[src/rtl/rxf_pkg.sv]
`timescale 1ns/1ps
// Shared types for the receive FIFO.
// Assumes the start-select encoding is fixed at two bits.
package rxf_pkg;
    typedef enum logic [1:0] {
        START_VALID  = 2'b00,
        START_SYNC   = 2'b01,
        START_BOTH   = 2'b10,
        START_ALWAYS = 2'b11
    } start_sel_e;
endpackage

[src/rtl/rxf_sync_detect.sv]
`timescale 1ns/1ps
// Sync word detector: shifts strobed bits in MSB first and flags a match
// of the last SYNC_W bits against SYNC_WORD on the strobe itself.
// Assumes SYNC_W >= 2. Cleared while the hunt is not armed.
module rxf_sync_detect #(
    parameter int              SYNC_W    = 16,
    parameter logic [SYNC_W-1:0] SYNC_WORD = 16'h2DD4
) (
    input  logic clk,
    input  logic rst_n,
    input  logic clear,
    input  logic bit_stb,
    input  logic bit_in,
    output logic hit
);
    logic [SYNC_W-1:0] shreg;
    logic [SYNC_W-1:0] next_window;

    assign next_window = {shreg[SYNC_W-2:0], bit_in};

    // Shift register of recent bits, emptied when the hunt is disarmed.
    always_ff @(posedge clk) begin
        if (!rst_n || clear) begin
            shreg <= '0;
        end else if (bit_stb) begin
            shreg <= next_window;
        end
    end

    // Match flag for the window completed by the current strobe.
    always_comb begin
        hit = bit_stb && (next_window == SYNC_WORD);
    end
endmodule

[src/rtl/rxf_start_ctrl.sv]
`timescale 1ns/1ps
// Start controller: while armed, waits for the selected start condition
// on a strobe and then holds the filling state until disarmed.
// Assumes sync_hit is only high together with bit_stb.
module rxf_start_ctrl
    import rxf_pkg::*;
(
    input  logic       clk,
    input  logic       rst_n,
    input  logic       armed,
    input  logic       bit_stb,
    input  logic       data_valid,
    input  logic       sync_hit,
    input  logic [1:0] start_sel,
    output logic       filling
);
    logic cond;

    // Decode of the selected start condition for this strobe.
    always_comb begin
        unique case (start_sel_e'(start_sel))
            START_VALID:  cond = bit_stb && data_valid;
            START_SYNC:   cond = sync_hit;
            START_BOTH:   cond = sync_hit && data_valid;
            START_ALWAYS: cond = bit_stb;
            default:      cond = 1'b0;
        endcase
    end

    // Filling state: set by the condition, cleared only by disarming.
    always_ff @(posedge clk) begin
        if (!rst_n) begin
            filling <= 1'b0;
        end else if (!armed) begin
            filling <= 1'b0;
        end else if (cond) begin
            filling <= 1'b1;
        end
    end
endmodule

[src/rtl/rxf_bit_store.sv]
`timescale 1ns/1ps
// Bit store: a DEPTH x 1 circular FIFO with an occupancy count,
// a registered read bit and a sticky flag for writes refused when full.
// Assumes DEPTH >= 2. flush empties it and takes priority over all.
module rxf_bit_store #(
    parameter int DEPTH = 16,
    localparam int PTR_W = $clog2(DEPTH),
    localparam int CNT_W = $clog2(DEPTH + 1)
) (
    input  logic             clk,
    input  logic             rst_n,
    input  logic             flush,
    input  logic             wr_en,
    input  logic             wr_bit,
    input  logic             rd_en,
    input  logic             ovf_clear,
    output logic             rd_data,
    output logic [CNT_W-1:0] count,
    output logic             overflow
);
    localparam logic [CNT_W-1:0] FULL_CNT = CNT_W'(DEPTH);
    localparam logic [PTR_W-1:0] LAST_PTR = PTR_W'(DEPTH - 1);

    logic [DEPTH-1:0] cells;
    logic [PTR_W-1:0] wr_ptr;
    logic [PTR_W-1:0] rd_ptr;
    logic             do_wr;
    logic             do_rd;

    // Accept a write only when not full, a read only when not empty.
    always_comb begin
        do_wr = wr_en && (count != FULL_CNT);
        do_rd = rd_en && (count != '0);
    end

    // One storage cell per slot, loaded when the write pointer selects it.
    for (genvar i = 0; i < DEPTH; i++) begin : g_cell
        always_ff @(posedge clk) begin
            if (!rst_n) begin
                cells[i] <= 1'b0;
            end else if (do_wr && !flush && (wr_ptr == PTR_W'(i))) begin
                cells[i] <= wr_bit;
            end
        end
    end

    // Write pointer, wrapping at DEPTH.
    always_ff @(posedge clk) begin
        if (!rst_n || flush) begin
            wr_ptr <= '0;
        end else if (do_wr) begin
            wr_ptr <= (wr_ptr == LAST_PTR) ? '0 : wr_ptr + 1'b1;
        end
    end

    // Read pointer, wrapping at DEPTH.
    always_ff @(posedge clk) begin
        if (!rst_n || flush) begin
            rd_ptr <= '0;
        end else if (do_rd) begin
            rd_ptr <= (rd_ptr == LAST_PTR) ? '0 : rd_ptr + 1'b1;
        end
    end

    // Occupancy count, with simultaneous read and write cancelling.
    always_ff @(posedge clk) begin
        if (!rst_n || flush) begin
            count <= '0;
        end else if (do_wr && !do_rd) begin
            count <= count + 1'b1;
        end else if (do_rd && !do_wr) begin
            count <= count - 1'b1;
        end
    end

    // Registered read bit; an empty read returns zero.
    always_ff @(posedge clk) begin
        if (!rst_n || flush) begin
            rd_data <= 1'b0;
        end else if (do_rd) begin
            rd_data <= cells[rd_ptr];
        end else if (rd_en) begin
            rd_data <= 1'b0;
        end
    end

    // Sticky flag for a write refused because the store was full.
    always_ff @(posedge clk) begin
        if (!rst_n || ovf_clear) begin
            overflow <= 1'b0;
        end else if (wr_en && (count == FULL_CNT)) begin
            overflow <= 1'b1;
        end
    end
endmodule

[src/rtl/rxfifo_sync_start.sv]
`timescale 1ns/1ps
// Receive bit FIFO with selectable start condition. Strobed bits are
// stored once the armed start condition is met; the stored count is
// compared with a level to drive the interrupt pair.
// Assumes bit_stb is a single-cycle pulse in the clk domain and that
// LVL_W bits fit within the count width.
module rxfifo_sync_start #(
    parameter int                DEPTH     = 16,
    parameter int                LVL_W     = 4,
    parameter int                SYNC_W    = 16,
    parameter logic [SYNC_W-1:0] SYNC_WORD = 16'h2DD4,
    localparam int               CNT_W     = $clog2(DEPTH + 1)
) (
    input  logic             clk,
    input  logic             rst_n,
    input  logic             bit_in,
    input  logic             bit_stb,
    input  logic             data_valid,
    input  logic [1:0]       start_sel,
    input  logic [LVL_W-1:0] irq_level,
    input  logic             fill_en,
    input  logic             fifo_en,
    input  logic             rd_en,
    output logic             rd_data,
    output logic             fifo_irq,
    output logic             nirq,
    output logic             overflow
);
    logic             armed;
    logic             sync_hit;
    logic             filling;
    logic [CNT_W-1:0] fill_count;
    logic [CNT_W-1:0] eff_level;

    // Hunt is armed only with both enables set.
    always_comb begin
        armed = fill_en && fifo_en;
    end

    rxf_sync_detect #(
        .SYNC_W   (SYNC_W),
        .SYNC_WORD(SYNC_WORD)
    ) i_sync (
        .clk    (clk),
        .rst_n  (rst_n),
        .clear  (!armed),
        .bit_stb(bit_stb),
        .bit_in (bit_in),
        .hit    (sync_hit)
    );

    rxf_start_ctrl i_start (
        .clk       (clk),
        .rst_n     (rst_n),
        .armed     (armed),
        .bit_stb   (bit_stb),
        .data_valid(data_valid),
        .sync_hit  (sync_hit),
        .start_sel (start_sel),
        .filling   (filling)
    );

    rxf_bit_store #(
        .DEPTH(DEPTH)
    ) i_store (
        .clk      (clk),
        .rst_n    (rst_n),
        .flush    (!fifo_en),
        .wr_en    (filling && bit_stb),
        .wr_bit   (bit_in),
        .rd_en    (rd_en),
        .ovf_clear(!armed),
        .rd_data  (rd_data),
        .count    (fill_count),
        .overflow (overflow)
    );

    // Level compare; a programmed zero behaves as one.
    always_comb begin
        eff_level = (irq_level == '0) ? CNT_W'(1) : CNT_W'(irq_level);
        fifo_irq  = (fill_count >= eff_level);
        nirq      = !fifo_irq;
    end
endmodule

[config.mk]
export PLATFORM = sky130hd
export DESIGN_NAME = rxfifo_sync_start
export DESIGN_NICKNAME = d
export VERILOG_FILES = /design/src/rtl/rxf_pkg.sv /design/src/rtl/rxf_sync_detect.sv /design/src/rtl/rxf_start_ctrl.sv /design/src/rtl/rxf_bit_store.sv /design/src/rtl/rxfifo_sync_start.sv
export SDC_FILE = /design/constraint.sdc
export NUM_CORES = 1
export LEC_CHECK = 0
export BUFFER_PORTS_ARGS = -buffer_cell sky130_fd_sc_hd__buf_2
export CORE_MARGIN = 1.5
export CORE_UTILIZATION = 40
export CTS_CLUSTER_SIZE = 24
export DETAILED_ROUTE_END_ITERATION = 6
export SYNTH_ARGS = -nofsm -noshare
export SYNTH_HDL_FRONTEND = slang
export SYNTH_SLANG_ARGS = --single-unit
[constraint.sdc]
create_clock -name clk -period 4 [get_ports clk]
set_clock_uncertainty 0.15 [all_clocks]
set_input_delay 0.8 -clock clk [delete_from_list [all_inputs] [get_ports clk]]
set_output_delay 0.8 -clock clk [all_outputs]
set_load 0.02 [all_outputs]
* Word level (Yosys, flattened, before mapping)
Index checks and enable logic that the tools add are counted.
Storage, ports and cells: word-level logic and storage cells 103, register bits after elaboration 47, bits of input ports 14
Cells by class: $lt $le $gt $ge 2, multiplexer cells 10, reduce and logical (&&, ||, !) cells 42, add/subtract/negate cells 4, eq/ne operators 22
Operators by type and width (count):
- 4-bit equality test (second input constant) | 9
- 1-bit logical AND | 27
- 16-bit by 14-bit equality test with 1-bit output (second input constant) | 1
- 4-bit by 3-bit equality test with 1-bit output (second input constant) | 4
- 4-bit two-way mux | 3
- 5-bit two-way mux | 2
- 4-bit by 1-bit adder with 4-bit output (second input constant) | 2
- 4-bit by 2-bit equality test with 1-bit output (second input constant) | 2
- 4-bit zero test | 2
- 1-bit zero test | 6
- 5-bit by 1-bit adder with 5-bit output (second input constant) | 1
- 5-bit equality test (second input constant) | 1
- 5-bit by 4-bit >= comparator with 1-bit output | 1
- 4-bit by 5-bit less-than comparator with 1-bit output (second input constant) | 1
- 5-bit != test (second input constant) | 1
- 5-bit nonzero test | 1
- 5-bit by 1-bit subtractor with 5-bit output (second input constant) | 1
- 1-bit binary-select mux with 4-bit select | 1
- 2-bit equality test (second input constant) | 2
- 4-bit by 1-bit equality test with 1-bit output (second input constant) | 1
- 1-bit case mux with 4 select lines | 1
- 2-bit nonzero test | 2
- 1-bit two-way mux | 3
- 2-bit by 1-bit equality test with 1-bit output (second input constant) | 1
- 3 further kinds | 4

* Logic depth before layout (Yosys ltp)
word-level depth 6, mapped depth 13

* By module
From an unflattened synthesis, not the netlist that was laid out.
Second synthesis, totals: cell total of the unflattened synthesis 287, area total of the unflattened synthesis 2610.0 µm²
Modules (own cells, without submodules):
- rxf_bit_store | area each 1771.7 µm², times used 1, cells each 204
- rxf_sync_detect | area each 609.3 µm², times used 1, cells each 56
- rxfifo_sync_start | area each 163.9 µm², times used 1, cells each 20
- rxf_start_ctrl | area each 65.1 µm², times used 1, cells each 7

* Worst setup path before layout
Ideal clock, no wire load.
kind input -> output, from in irq_level[1], to out nirq, stages on the path 8, arrival 2.323 ns, setup slack 0.727 ns, buffers on the path 0, data required time 3.050 ns, cell sequence inv_1 a31o_2 ha_1 nand2b_1 a21o_1 a21o_1 a211o_1 inv_1
Between the ends: cells in the longest elaborated chain, start to end 4
RTL lines:
- from (decl) | line rxfifo_sync_start.sv:20 | input logic [LVL_W-1:0] irq_level,
- 4-bit zero test | line rxfifo_sync_start.sv:80 | eff_level = (irq_level == '0) ? CNT_W'(1) : CNT_W'(irq_level);
- 4-bit two-way mux * | line rxfifo_sync_start.sv:80
- 5-bit by 4-bit >= comparator with 1-bit output * | line rxfifo_sync_start.sv:81 | fifo_irq = (fill_count >= eff_level);
- via fifo_irq | line rxfifo_sync_start.sv:25 | output logic fifo_irq,
- 1-bit zero test * | line rxfifo_sync_start.sv:82 | nirq = !fifo_irq;
- to (decl) | line rxfifo_sync_start.sv:26 | output logic nirq,
Mark *: on every way through the listed nets, which the timed path passes. The rest lies on a longest branch.

* Final worst setup path
from in irq_level[1], to out nirq
Between the ends: cells in the longest elaborated chain, start to end 4
RTL lines (line):
- 4-bit zero test | rxfifo_sync_start.sv:80
- 4-bit two-way mux * | rxfifo_sync_start.sv:80
- 5-bit by 4-bit >= comparator with 1-bit output * | rxfifo_sync_start.sv:81
- 1-bit zero test * | rxfifo_sync_start.sv:82
Mark *: on every way between the ends. The rest lies on a longest branch, timed or not.

==> impl_metrics.tcl <==
set metrics [dict create \
    cts_tree "done" \
    coreArea_um2 5890 \
    synth_xor_area_share_pct 1.80 \
    drt_iter0_markers 103 \
    timing.rr.start "i_store.count[0]" \
    min_path_type "reg -> reg" \
    fin_crit_sh_pct 83.0 \
    dpl.cell_count 344 \
    timing.rr.end "i_store.count[4]" \
    max_stage_delay_ns 0.30 \
    clk_pin_slew_ns 0.09 \
    synth_area_um2 2430 \
    fin_crit_ns 3.32 \
    r2r_setup_slack_ns 0.89 \
    yosysWarnings 0 \
    clk_latency_ns 0.30 \
    synth_compound_area_share_pct 11.4 \
    r2r_cells 10 \
    finalSetupViolCount 0 \
    grt_remaining_overflow 0 \
    critPathBufInv 4 \
    start_kind "primary input" \
    max_slew_margin_pct 61.8 \
    fin_tns_setup_ns 0 \
    io_pins 18 \
    layout.cells.non_filler 352 \
    required_ns 3.05 \
    vdd_drop_max_mv 0.155 \
    cts_htree_levels 2 \
    crit_fanout 2 \
    synth_ff_type "dfxtp_1" \
    synthArstFlopShare_pct 0 \
    drc 0 \
    grt_max_degree 20 \
    die_width_um 80.9 \
    grt_pass1_vias 1718 \
    cap_violations 0 \
    ys_seq_area_share_pct 38.7 \
    holdWs_ns 0.313 \
    synth-seq-cells 47 \
    num-nets-final 304 \
    synthMuxAreaShare_pct 14.9 \
    area_growth_pct 10.4 \
    synth-simple-area-share_pct 20.8 \
    fmax_mhz 301 \
    detail-route-antenna-nets 0 \
    first_pass_iters 4 \
    gr-usage-all-layers_pct 15.6 \
    finalHoldViolCount 0 \
    vias 1825 \
    cts.path.max_buffers 2 \
    wl_per_cell_um 13.2 \
    netlist_instances 264 \
    status "complete, no violations" \
    chipHeight_um 80.9 \
    gp_congestion 0.835 \
    cts_setup_buffers 0 \
    avgSynthCellArea_um2 9.20 \
    via_per_inst 5.18 \
    min_delay_worst_endpoint "i_store.cells[14]" \
    antenna_found_initial 0 \
    synth_adder_area_share_pct 7.52 \
    critical_path_class "in -> out" \
    dpl.hpwl_um 3280 \
    fillers 579 \
    leakagePower_nw 1.00 \
    grt_pass1_wl_um 8020 \
    start_util_pct 41.3 \
    clockRootBuffer "clkbuf_8" \
    numClockSinks 47 \
    rows 28 \
    diodes 0 \
    slew_violations 0 \
    min_path_cells 2 \
    synth_cell_types 47 \
    hold_start "i_store.cells[14]" \
    cts.repair.resized 0 \
    port_buffers 17 \
    crit_arrival_ns 2.37 \
    synth_top_family_by_area "simple AND/OR/NAND/NOR gates" \
    crit_family "compound AO/OA/AOI/OAI gates" \
    end_kind "output port" \
    finalPower_mw 0.967 \
    wl_um 4660 \
    worstMarginPinSlew_ns 0.572 \
    layout-drive-gt1-share_pct 13.0 \
    cp_cell_sequence "buf_2 -> inv_1 -> a31o_2 -> ha_1 -> nand2b_1 -> a21o_1 -> a21o_1 -> a211o_1 -> inv_1 -> buf_2" \
    slowest_stage "a211o_1" \
    rsz0062_at_grt "no" \
    hold_buffers 0 \
    synth-edff-count 0 \
    dieArea_um2 6550 \
    power_density_nw_per_um2 360 \
    synth_fp_nets 292 \
    cts-buffers-inserted 5 \
]
where the power goes:
group | total, mW | switching, mW | internal, mW
Sequential | 0.475 | 0.00458 | 0.470
Clock | 0.415 | 0.165 | 0.249
Combinational | 0.0775 | 0.0441 | 0.0334
Total | 0.967 | 0.214 | 0.753
worst register-to-register path: stages (launching register included):
cell and delay [ns]:
dfxtp_1 0.37, or4_4 0.56, o21ai_4 0.26, ha_1 0.29
inv_1 0.11, ha_1 0.32, nor2b_1 0.16, o21a_1 0.18
or3_1 0.30, a21o_1 0.20, mux2i_1 0.11
cells in the final DEF (no fill, tap or decap), types with 2 or more instances in the layout:
cell | synthesis | final
a21o_1 | 4 | 4
a21oi_1 | 10 | 10
a311oi_1 | 2 | 2
and2_1 | 2 | 2
and4b_1 | 2 | 2
buf_2 | 5 | 17
bufinv_16 | 0 | 2
clkbuf_8 | 0 | 5
dfxtp_1 | 47 | 47
ha_1 | 13 | 13
inv_1 | 11 | 11
mux2i_1 | 34 | 34
nand2_1 | 19 | 19
nand2b_1 | 3 | 3
nand3_1 | 5 | 5
nand4_1 | 2 | 2
nor2_1 | 36 | 36
nor2b_1 | 12 | 12
nor3_1 | 5 | 5
nor4_1 | 4 | 4
o211ai_1 | 4 | 4
o21ai_0 | 6 | 6
o31ai_1 | 5 | 5
xor2_1 | 4 | 4
stage by stage:
step / instance area [um2] / worst slack (ns) / util (%)
after floorplan: 2430 / 0.727 / -
final: 2680 / 0.682 / 45.6
after global routing: 2680 / 0.582 / 45.6
after detailed placement: 2550 / 0.675 / 43.3
after global placement: 2550 / 0.687 / 43.3
after CTS: 2680 / 0.671 / 45.6
Yosys cell counts, types with 2 or more instances:
cell type,n,share of area (%)
o31ai_1,5,1.5
inv_1,11,1.7
nor3_1,5,1.0
nor2b_1,12,3.1
nand4_1,2,0.51
clkbuf_1,4,0.62
o21ai_0,6,1.2
dfxtp_1,47,39
a311oi_1,2,0.72
nand3_1,5,1.0
and2_1,2,0.51
ha_1,13,6.7
nand2_1,19,2.9
mux2i_1,34,14
nand2b_1,3,0.77
buf_2,5,1.0
xor2_1,4,1.4
nor4_1,4,1.0
and4b_1,2,0.82
buf_4,2,0.62
nor2_1,36,5.6
o211ai_1,4,1.2
a21o_1,4,1.2
a21oi_1,10,2.1
worst max path at each step:
stage,slack (ns),to,cells after the start,start
floorplan,0.73,nirq,8,irq_level[1]
global placement,0.69,nirq,10,irq_level[1]
detailed placement,0.67,nirq,10,irq_level[1]
CTS,0.67,nirq,10,irq_level[1]
global route,0.58,nirq,10,irq_level[1]
finish,0.68,nirq,10,irq_level[1]
layer usage:
layer | vias to the layer above | track usage (%) | part of all wire [%]
li1 | 944 | - | -
met1 | 841 | 20.6 | 50
met2 | 34 | 25.3 | 45
met3 | 6 | 3.15 | 3.3
met4 | 0 | 5.69 | 1.7
met5 | - | 0 | 0
final cells by class:
cell class                      instances  area, um2  share of cell area [%]
Multi-Input combinational cell        192       1370                    51.1
Timing Repair Buffer                   18       92.6                    3.45
Sequential cell                        47        941                    35.1
Clock buffer                            5       68.8                    2.57
Clock inverter                          3       67.6                    2.52
Inverter                               12       47.5                    1.77
Tap cell                               75       93.8                    3.50
state kept, by name (all words and copies together) (netlist names):
register	flops
i_store.overflow	1
i_store.wr_ptr	4
i_store.count	5
i_start.filling	1
i_store.rd_ptr	4
i_store.rd_data	1
i_store.cells	16
i_sync.shreg	15
cells by family (layout without fill, tap and decap cells):
group                    Yosys count  in the layout
AO/OA/AOI/OAI                     40             40
XOR/XNOR                           5              5
adder cells (fa/ha/maj)           14             14
buffers and inverters             25             38
flip-flops                        47             47
multiplexers                      35             35
AND/OR/NAND/NOR                   98             98
Power figures use the tool's default switching activity.
